`config.mk`:
```
export PLATFORM = sky130hd
export DESIGN_NAME = alu32_core
export DESIGN_NICKNAME = d
export VERILOG_FILES = /design/src/rtl/alu_pkg.sv /design/src/rtl/alu_fn_decode.sv /design/src/rtl/alu_operand_cond.sv /design/src/rtl/alu_adder.sv /design/src/rtl/alu_result_mux.sv /design/src/rtl/alu32_core.sv
export SDC_FILE = /design/constraint.sdc
export NUM_CORES = 1
export LEC_CHECK = 0
export BUFFER_PORTS_ARGS = -buffer_cell sky130_fd_sc_hd__buf_2
export CAP_MARGIN = 20
export CORE_ASPECT_RATIO = 0.9
export CORE_MARGIN = 1
export CORE_UTILIZATION = 25
export DETAILED_ROUTE_END_ITERATION = 16
export GPL_ROUTABILITY_DRIVEN = 0
export PLACE_DENSITY = 0.48
export SLEW_MARGIN = 20
export SYNTH_ARGS = -nofsm -noshare
export SYNTH_HDL_FRONTEND = slang
export SYNTH_SLANG_ARGS = --single-unit
```
`constraint.sdc`:
```
create_clock -name vclk -period 3.9
set_input_delay 0.195 -clock vclk [all_inputs]
set_output_delay 0.195 -clock vclk [all_outputs]
set_load 0.05 [all_outputs]
```
`src/rtl/alu_pkg.sv`:
```
package alu_pkg;

  typedef enum logic [2:0] {
    FN_AND  = 3'b000,
    FN_OR   = 3'b001,
    FN_ADD  = 3'b010,
    FN_RSVD = 3'b011,
    FN_ANDN = 3'b100,
    FN_ORN  = 3'b101,
    FN_SUB  = 3'b110,
    FN_SLT  = 3'b111
  } alu_fn_e;

  typedef enum logic [2:0] {
    SEL_AND,
    SEL_OR,
    SEL_SUM,
    SEL_SLT,
    SEL_ZERO
  } res_sel_e;

  localparam int unsigned ADDER_RIPPLE = 0;
  localparam int unsigned ADDER_PREFIX = 1;

endpackage

```
`src/rtl/alu_fn_decode.sv`:
```
module alu_fn_decode
  import alu_pkg::*;
(
  input  logic [2:0] fn,
  output logic       inv_b,
  output logic       carry_in,
  output res_sel_e   sel,
  output logic       ovf_en
);

  always_comb begin
    inv_b    = fn[2];
    carry_in = fn[2];
    ovf_en   = 1'b0;
    sel      = SEL_ZERO;
    unique case (alu_fn_e'(fn))
      FN_AND, FN_ANDN: sel = SEL_AND;
      FN_OR,  FN_ORN:  sel = SEL_OR;
      FN_ADD, FN_SUB: begin
        sel    = SEL_SUM;
        ovf_en = 1'b1;
      end
      FN_SLT:  sel = SEL_SLT;
      FN_RSVD: sel = SEL_ZERO;
      default: sel = SEL_ZERO;
    endcase
  end


  always_comb begin
    ovf_scope_chk: assert (!ovf_en || (fn[1:0] == 2'b10))
      else $error("overflow enabled outside add/sub");
  end

endmodule

```
`src/rtl/alu_operand_cond.sv`:
```
module alu_operand_cond #(
  parameter int unsigned WIDTH = 32
) (
  input  logic [WIDTH-1:0] opb,
  input  logic             inv_b,
  output logic [WIDTH-1:0] opb_eff
);

  for (genvar i = 0; i < WIDTH; i++) begin : g_inv
    assign opb_eff[i] = opb[i] ^ inv_b;
  end

endmodule

```
`src/rtl/alu_adder.sv`:
```
module alu_adder
  import alu_pkg::*;
#(
  parameter int unsigned WIDTH = 32,
  parameter int unsigned KIND  = ADDER_PREFIX
) (
  input  logic [WIDTH-1:0] a,
  input  logic [WIDTH-1:0] b,
  input  logic             cin,
  output logic [WIDTH-1:0] sum,
  output logic             c_msb_in,
  output logic             c_out
);

  localparam int unsigned STAGES = (WIDTH > 1) ? $clog2(WIDTH) : 1;
  localparam int unsigned XW     = WIDTH + 1;

  logic [WIDTH-1:0] gen_b;
  logic [WIDTH-1:0] prop_b;
  logic [WIDTH:0]   carry;

  assign gen_b    = a & b;
  assign prop_b   = a ^ b;
  assign carry[0] = cin;

  if (KIND == ADDER_RIPPLE) begin : g_ripple
    for (genvar i = 0; i < WIDTH; i++) begin : g_bit
      assign carry[i+1] = gen_b[i] | (prop_b[i] & carry[i]);
    end
  end else begin : g_prefix
    logic [WIDTH-1:0] gk [STAGES+1];
    logic [WIDTH-1:0] pk [STAGES+1];
    assign gk[0] = gen_b;
    assign pk[0] = prop_b;
    for (genvar s = 0; s < STAGES; s++) begin : g_stage
      localparam int unsigned SPAN = 1 << s;
      for (genvar i = 0; i < WIDTH; i++) begin : g_cell
        if (i >= SPAN) begin : g_black
          assign gk[s+1][i] = gk[s][i] | (pk[s][i] & gk[s][i-SPAN]);
          assign pk[s+1][i] = pk[s][i] & pk[s][i-SPAN];
        end else begin : g_pass
          assign gk[s+1][i] = gk[s][i];
          assign pk[s+1][i] = pk[s][i];
        end
      end
    end
    for (genvar i = 0; i < WIDTH; i++) begin : g_carry
      assign carry[i+1] = gk[STAGES][i] | (pk[STAGES][i] & cin);
    end
  end

  assign sum      = prop_b ^ carry[WIDTH-1:0];
  assign c_msb_in = carry[WIDTH-1];
  assign c_out    = carry[WIDTH];


  always_comb begin
    adder_sum_chk: assert ({c_out, sum} ==
                           (XW'(a) + XW'(b) + XW'(cin)))
      else $error("adder disagrees with arithmetic sum");
  end

endmodule

```
`src/rtl/alu_result_mux.sv`:
```
module alu_result_mux
  import alu_pkg::*;
#(
  parameter int unsigned WIDTH = 32
) (
  input  res_sel_e         sel,
  input  logic [WIDTH-1:0] and_v,
  input  logic [WIDTH-1:0] or_v,
  input  logic [WIDTH-1:0] sum_v,
  output logic [WIDTH-1:0] res
);

  always_comb begin
    res = '0;
    unique case (sel)
      SEL_AND:  res = and_v;
      SEL_OR:   res = or_v;
      SEL_SUM:  res = sum_v;
      SEL_SLT:  res = {{(WIDTH-1){1'b0}}, sum_v[WIDTH-1]};
      SEL_ZERO: res = '0;
      default:  res = '0;
    endcase
  end

endmodule

```
`src/rtl/alu32_core.sv`:
```
module alu32_core
  import alu_pkg::*;
#(
  parameter int unsigned WIDTH      = 32,
  parameter int unsigned ADDER_KIND = ADDER_PREFIX
) (
  input  logic [WIDTH-1:0] opa,
  input  logic [WIDTH-1:0] opb,
  input  logic [2:0]       fn,
  output logic [WIDTH-1:0] res,
  output logic             zero_flag,
  output logic             ovf_flag
);

  logic             inv_b;
  logic             carry_in;
  logic             ovf_en;
  res_sel_e         sel;
  logic [WIDTH-1:0] opb_eff;
  logic [WIDTH-1:0] sum_v;
  logic             c_msb_in;
  logic             c_out;

  alu_fn_decode u_dec (
    .fn       (fn),
    .inv_b    (inv_b),
    .carry_in (carry_in),
    .sel      (sel),
    .ovf_en   (ovf_en)
  );

  alu_operand_cond #(.WIDTH(WIDTH)) u_cond (
    .opb     (opb),
    .inv_b   (inv_b),
    .opb_eff (opb_eff)
  );

  alu_adder #(.WIDTH(WIDTH), .KIND(ADDER_KIND)) u_add (
    .a        (opa),
    .b        (opb_eff),
    .cin      (carry_in),
    .sum      (sum_v),
    .c_msb_in (c_msb_in),
    .c_out    (c_out)
  );

  alu_result_mux #(.WIDTH(WIDTH)) u_mux (
    .sel   (sel),
    .and_v (opa & opb_eff),
    .or_v  (opa | opb_eff),
    .sum_v (sum_v),
    .res   (res)
  );

  assign zero_flag = ~|res;
  assign ovf_flag  = ovf_en & (c_out ^ c_msb_in);

  always_comb begin

    sub_result_chk: assert (fn != 3'b110 || res == opa - opb)
      else $error("subtract result mismatch");

    slt_upper_chk: assert (fn != 3'b111 || res[WIDTH-1:1] == '0)
      else $error("set-less-than upper bits not zero");

    rsvd_zero_chk: assert (fn != 3'b011 || (res == '0 && zero_flag))
      else $error("reserved code produced nonzero result");

    no_overflow_chk: assert (fn[1:0] == 2'b10 || !ovf_flag)
      else $error("overflow flag raised outside add/sub");
  end

endmodule

```
== Word level (Yosys, flattened, before mapping) ==
Cells that the tools add are included.

* Mux-type cells: 3
* Reduce and logical (&&, ||, !) cells: 7
* Eq/ne operators: 10
* Bitwise gates (word level): 489

{| class="wikitable"
|+ Operator list
! operator !! number
|-
| $and A1 B1 Y1 || 291
|-
| $or A1 B1 Y1 || 161
|-
| $pmux W32 S4 || 1
|-
| $xor A32 B32 Y32 || 2
|-
| $xor A1 B1 Y1 || 33
|-
| $and A32 B32 Y32 || 1
|-
| $or A32 B32 Y32 || 1
|-
| $reduce_or A32 Y1 || 1
|-
| $pmux W3 S5 || 1
|-
| $eq A3 B2 Y1 const B || 4
|-
| $eq A3 B3 Y1 const B || 4
|-
| $eq A3 B1 Y1 const B || 2
|-
| $logic_not A3 Y1 || 2
|-
| $reduce_or A2 Y1 || 3
|-
| $logic_not A1 Y1 || 1
|-
| $mux W1 || 1
|}

* Flip-flop bits (word level): 0
* Input port bits: 67
* Logic and storage cells: 509

== Logic depth before layout (Yosys ltp) ==
* Depth in word-level cells: 16
* Mapped depth: 16
* Gate-level depth less buffers: 13

== By module ==
A second synthesis with hierarchy kept.

* Cells, all modules: 505
* Area, all modules: 3958.8 um2

{| class="wikitable"
|+ Modules (own cells, without submodules)
! module !! times used !! area an instance (um2) !! sequential area each (um2) !! cells each
|-
| alu_adder || 1 || 1715.4 || 0.0 || 239
|-
| alu_result_mux || 1 || 1353.8 || 0.0 || 146
|-
| alu32_core || 1 || 488.0 || 0.0 || 77
|-
| alu_operand_cond || 1 || 351.6 || 0.0 || 36
|-
| alu_fn_decode || 1 || 50.0 || 0.0 || 7
|}

== Least setup slack after synthesis ==
OpenSTA, ideal clock, no wires.

* Path type: input to output
* Start: input port fn[2]
* End: output port zero_flag
* Stages on the path: 16
* Slack: -1103 ps
* Buffers on the path: 3
* Data required time: 3705 ps
* Arrival time: 4808 ps
* Cells stage by stage: buf_2 buf_1 xor2_1 inv_1 ha_1 buf_2 a21oi_1 o211ai_1 a21boi_0 a21oi_1 nand3b_1 and3b_1 or4b_1 nor4_2 nand4_1 nor4_2

* Elaborated cells between the ends (all ways): 489
* Classes of those cells: 10 x eq/ne; 2 x mux; 470 x bitwise; 7 x reduce/logical

{| class="wikitable"
|+ RTL lines
! what !! RTL line !! text
|-
| start, declared || alu32_core.sv:9 || <nowiki>input logic [2:0] fn,</nowiki>
|-
| $xor A1 B1 Y1 || alu_operand_cond.sv:10 || <nowiki>assign opb_eff[i] = opb[i] ^ inv_b;</nowiki>
|-
| $xor A32 B32 Y32 / $and A32 B32 Y32 (equally long branches) || alu_adder.sv:23, alu_adder.sv:22, alu32_core.sv:49 ||
|-
| $and A1 B1 Y1 || alu_adder.sv:39 || <nowiki>assign gk[s+1][i] = gk[s][i] | (pk[s][i] & gk[s][i-SPAN]);</nowiki>
|-
| $or A1 B1 Y1 || alu_adder.sv:39 ||
|-
| $and A1 B1 Y1 || alu_adder.sv:39 ||
|-
| $or A1 B1 Y1 || alu_adder.sv:39 ||
|-
| $and A1 B1 Y1 || alu_adder.sv:39 ||
|-
| $or A1 B1 Y1 || alu_adder.sv:39 ||
|-
| $and A1 B1 Y1 || alu_adder.sv:39 ||
|-
| $or A1 B1 Y1 || alu_adder.sv:39 ||
|-
| $or A1 B1 Y1 || alu_adder.sv:48 || <nowiki>assign carry[i+1] = gk[STAGES][i] | (pk[STAGES][i] & cin);</nowiki>
|-
| $xor A32 B32 Y32 || alu_adder.sv:52 || <nowiki>assign sum = prop_b ^ carry[WIDTH-1:0];</nowiki>
|-
| $pmux W32 S4 * || alu_result_mux.sv:15 || <nowiki>unique case (sel)</nowiki>
|-
| named net res[16] || alu32_core.sv:10 || <nowiki>output logic [WIDTH-1:0] res,</nowiki>
|-
| $reduce_or A32 Y1 * || alu32_core.sv:55 || <nowiki>assign zero_flag = ~|res;</nowiki>
|-
| $logic_not A1 Y1 * || alu32_core.sv:55 ||
|-
| end, declared || alu32_core.sv:11 || <nowiki>output logic zero_flag,</nowiki>
|}

The timed path passes the listed nets; every way through them passes the cells marked *.

== Worst setup path in the final report ==
* Start: input port fn[2]
* End: output port zero_flag

* Longest elaborated chain between the ends: 16
* Elaborated cells between the ends (all ways): 489
* Classes of those cells: 10 x eq/ne; 2 x mux; 470 x bitwise; 7 x reduce/logical

{| class="wikitable"
|+ Ends and longest elaborated chain
! what !! RTL line
|-
| $xor A1 B1 Y1 || alu_operand_cond.sv:10
|-
| $xor A32 B32 Y32 / $and A32 B32 Y32 (equally long branches) || alu_adder.sv:23, alu_adder.sv:22, alu32_core.sv:49
|-
| $and A1 B1 Y1 (on tied branches) || alu_adder.sv:39, alu_adder.sv:40
|-
| $or A1 B1 Y1 / $and A1 B1 Y1 (equally long branches) || alu_adder.sv:39
|-
| $and A1 B1 Y1 / $or A1 B1 Y1 (equally long branches) || alu_adder.sv:39
|-
| $or A1 B1 Y1 / $and A1 B1 Y1 (equally long branches) || alu_adder.sv:39
|-
| $and A1 B1 Y1 / $or A1 B1 Y1 (equally long branches) || alu_adder.sv:39
|-
| $or A1 B1 Y1 / $and A1 B1 Y1 (equally long branches) || alu_adder.sv:39
|-
| $and A1 B1 Y1 / $or A1 B1 Y1 (equally long branches) || alu_adder.sv:39
|-
| $or A1 B1 Y1 / $and A1 B1 Y1 (equally long branches) || alu_adder.sv:39
|-
| $or A1 B1 Y1 || alu_adder.sv:39
|-
| $or A1 B1 Y1 || alu_adder.sv:48
|-
| $xor A32 B32 Y32 || alu_adder.sv:52
|-
| $pmux W32 S4 * || alu_result_mux.sv:15
|-
| $reduce_or A32 Y1 * || alu32_core.sv:55
|-
| $logic_not A1 Y1 * || alu32_core.sv:55
|}

Mark *: on every way between the ends. The rest lies on a longest branch, timed or not.

==> impl_metrics.yaml <==
timing:
  hold_violations: 0
  grt_setup_unrepaired: "yes"
  report.final.slew_viol_count: 0
  slew_headroom_pct: 50.3
  setup_viol: 0
  tightest_slew_ps: 741
  max_freq_mhz: 258
  fin_crit_sh_pct: 99.5
  period_minus_slack_ps: 3880
final_layout:
  seq_cells: 0
  final_util_pct: 42.7
  num_antenna_cells: 0
  fill_cells: 1534
  drive_above_1_share_pct: 43.8
  area_growth_pct: 64.8
  multi_input_area_sq_mm: 0.00382
  fin_nets: 912
  clock_buffers: 0
  stdcell_count: 972
  final-seq-area_sq_um: 0
hold_path:
  hp-class: "primary input to output pin"
flow_run:
  cap_violations: 0
synth:
  synth.top_cells.by_area: "ha_1, xor2_1, inv_1"
  yosys_warnings: 0
  syn_avg_cell_area_sq_um: 6.65
  synth_nets: 683
  yosys.area_share.adder_pct: 21.8
  synth_cell_types: 63
  syn_area_sq_mm: 0.00367
  synthSimpleGateAreaFrac_pct: 21.1
  synth-xor-area-share_pct: 13.1
  synthMuxAreaShare_pct: 3.00
  synth_top_family_by_area: "compound AO/OA/AOI/OAI gates"
  synth_compound_area_share_pct: 30.7
  seq_area_frac_synth_pct: 0
  synth_top_cell_area_share_pct: 21.8
  syn_inst: 552
  synth_top_area_cell: "ha_1"
global_route:
  grt_first_pass_wirelength_um: 24100
  antenna_found_initial: 0
  grt_max_degree: 24
  track_usage_pct: 19.8
  grt_pass1_vias: 4698
  grt.overflow.total: 0
routing:
  drc: 0
  via_per_inst: 5.03
  routedWlPerCell_um: 16.0
  routed-via-count: 4892
  first_iter_violations: 309
  routed_wl_um: 15600
  firstDrtPassIters: 5
  ant_nets: 0
worst_setup_path:
  arrival_ps: 3690
  crit_buf_inv: 3
  crit_required_ps: 3700
  max_stage_delay_ps: 500
  cpMaxStageDelayCell: "or4b_4"
  start_kind: "primary input"
  crit_type: "primary input to output pin"
  end_kind: "output pin"
  path_max_fanout: 7
  crit_family: "compound AO/OA/AOI/OAI gates"
  crit_chain: "buf_16, xor2_2, inv_1, ha_1, o21a_1, o21ai_2, o31a_1, o31ai_4, mux2i_1, a311o_2, or4b_4, nor4_4, nand4_1, nor4_2, buf_4"
pwr:
  power_switching_uw: 830
  power.leakage_nw: 3.07
  switching_share_pct: 57.0
  p_int_uw: 626
  combPwrFrac_pct: 100.0
  power.density_mw_per_mm2: 241
  seqPwrFrac_pct: 0
  irDropWorstVdd_mv: 0.105
  power_frac_clock_pct: 0
place:
  io_buffers: 101
  dp.cells: 963
  dp_hpwl_um: 12200
floorplanning:
  io_pins: 101
  initial_utilization_pct: 25.9
  die_h_um: 117
  core_sq_mm: 0.0142
  die_area_sq_mm: 0.0152
  die-width_um: 130
  placementRows: 41
run_status:
  status: "finished, final reports clean"
==> routing by layer <==
metal	part of all wire, %	routed length [um]	track usage (%)	vias to the layer above
li1	-	-	-	2402
met1	49	7610	28.6	2293
met2	44	6860	33.2	193
met3	6.7	1040	1.91	4
met4	0.40	62	1.63	0
met5	0	0	0	-
==> worst min-delay path, stage by stage <==
cell     delay, ps
buf_2          110
inv_1           50
ha_1           150
o22ai_1         80
buf_2          210
==> cell usage in the layout (no fill, tap or decap), drive strengths merged, types with 3 or more instances in the layout <==
| cell | count |
|---|---|
| nor2b | 3 |
| or3 | 4 |
| o21bai | 4 |
| nand2b | 4 |
| o22ai | 12 |
| and3 | 5 |
| mux2i | 11 |
| o211ai | 7 |
| nand4 | 14 |
| or2 | 4 |
| o21a | 4 |
| a21o | 12 |
| a211oi | 8 |
| or4 | 3 |
| buf | 254 |
| and4 | 3 |
| a211o | 3 |
| nand3 | 6 |
| a21oi | 41 |
| o21ai | 33 |
| nor4 | 7 |
| o31ai | 6 |
| xnor2 | 7 |
| nor2 | 38 |
| nand2 | 45 |
| nor3 | 7 |
| xor2 | 48 |
| ha | 64 |
| a31oi | 10 |
| inv | 73 |
| and2 | 4 |
==> kinds of logic (layout without fill, tap and decap cells) <==
group                      count (synthesis)  in the layout
and+or+nand+nor                          153            153
muxes                                     11             11
adders and majority gates                 64             64
AOI/OAI and AO/OA                        169            169
xor gates and xnor gates                  55             55
buffers and inverters                    100            327
==> power by group through the flow <==
| stage | sequential [mW] | combinational [mW] | clock, mW |
|---|---|---|---|
| after detailed placement | 0 | 1.32 | 0 |
| after CTS | 0 | 1.37 | 0 |
| after floorplan | 0 | 0.796 | 0 |
| final | 0 | 1.46 | 0 |
| after global routing | 0 | 1.57 | 0 |
| after global placement | 0 | 1.31 | 0 |
==> synthesized netlist by cell type (all sizes together) (2+ instances only) <==
library cell / n
a211o: 3
a211oi: 8
a21o: 12
a21oi: 41
a311o: 2
a311oi: 2
a31o: 2
a31oi: 10
a41oi: 2
and2: 4
and3: 5
and4: 3
buf: 7
clkbuf: 20
ha: 64
inv: 73
mux2i: 11
nand2: 45
nand2b: 4
nand3: 6
nand4: 14
nor2: 38
nor2b: 3
nor3: 7
nor4: 7
o2111ai: 2
o211a: 2
o211ai: 7
o21a: 4
o21ai: 33
o21bai: 4
o221a: 2
o22ai: 12
o31a: 2
o31ai: 6
o32ai: 2
or2: 4
or3: 4
or4: 3
xnor2: 7
xor2: 48
==> through the flow <==
stage,cell area (sq um),setup WS (ps),setup TNS [ps],hold slack [ps],power (mW)
3_3_place_gp,5460,-388,-1050,1000,1.31
2_1_floorplan,3780,-607,-607,891,0.796
5_1_grt,6050,-111,-111,1050,1.57
6_report,6050,19.1,0,1000,1.46
3_5_place_dp,5460,-479,-1220,1000,1.32
4_1_cts,5710,0.320,0,1010,1.37
==> final timing paths <==
path                start         to  depth (start not counted)  slack, ps
setup / recovery    fn[2]  zero_flag                         15         20
hold / removal    opa[31]    res[31]                          5       1000
==> cell type report <==
| class | instances | share of cell area, % |
|---|---|---|
| well taps | 193 | 3.99 |
| repair buffers | 254 | 28.4 |
| multi-input cells | 452 | 63.1 |
| inverters | 73 | 4.53 |
==> what timing repair did <==
action,in CTS,in global routing
setup buffers,4,4
endpoints found under the setup margin,5,4
hold buffers,0,0
pin swaps,14,24
gates resized for setup,33,61
cloned,1,0
Power figures use the tool's default switching activity.
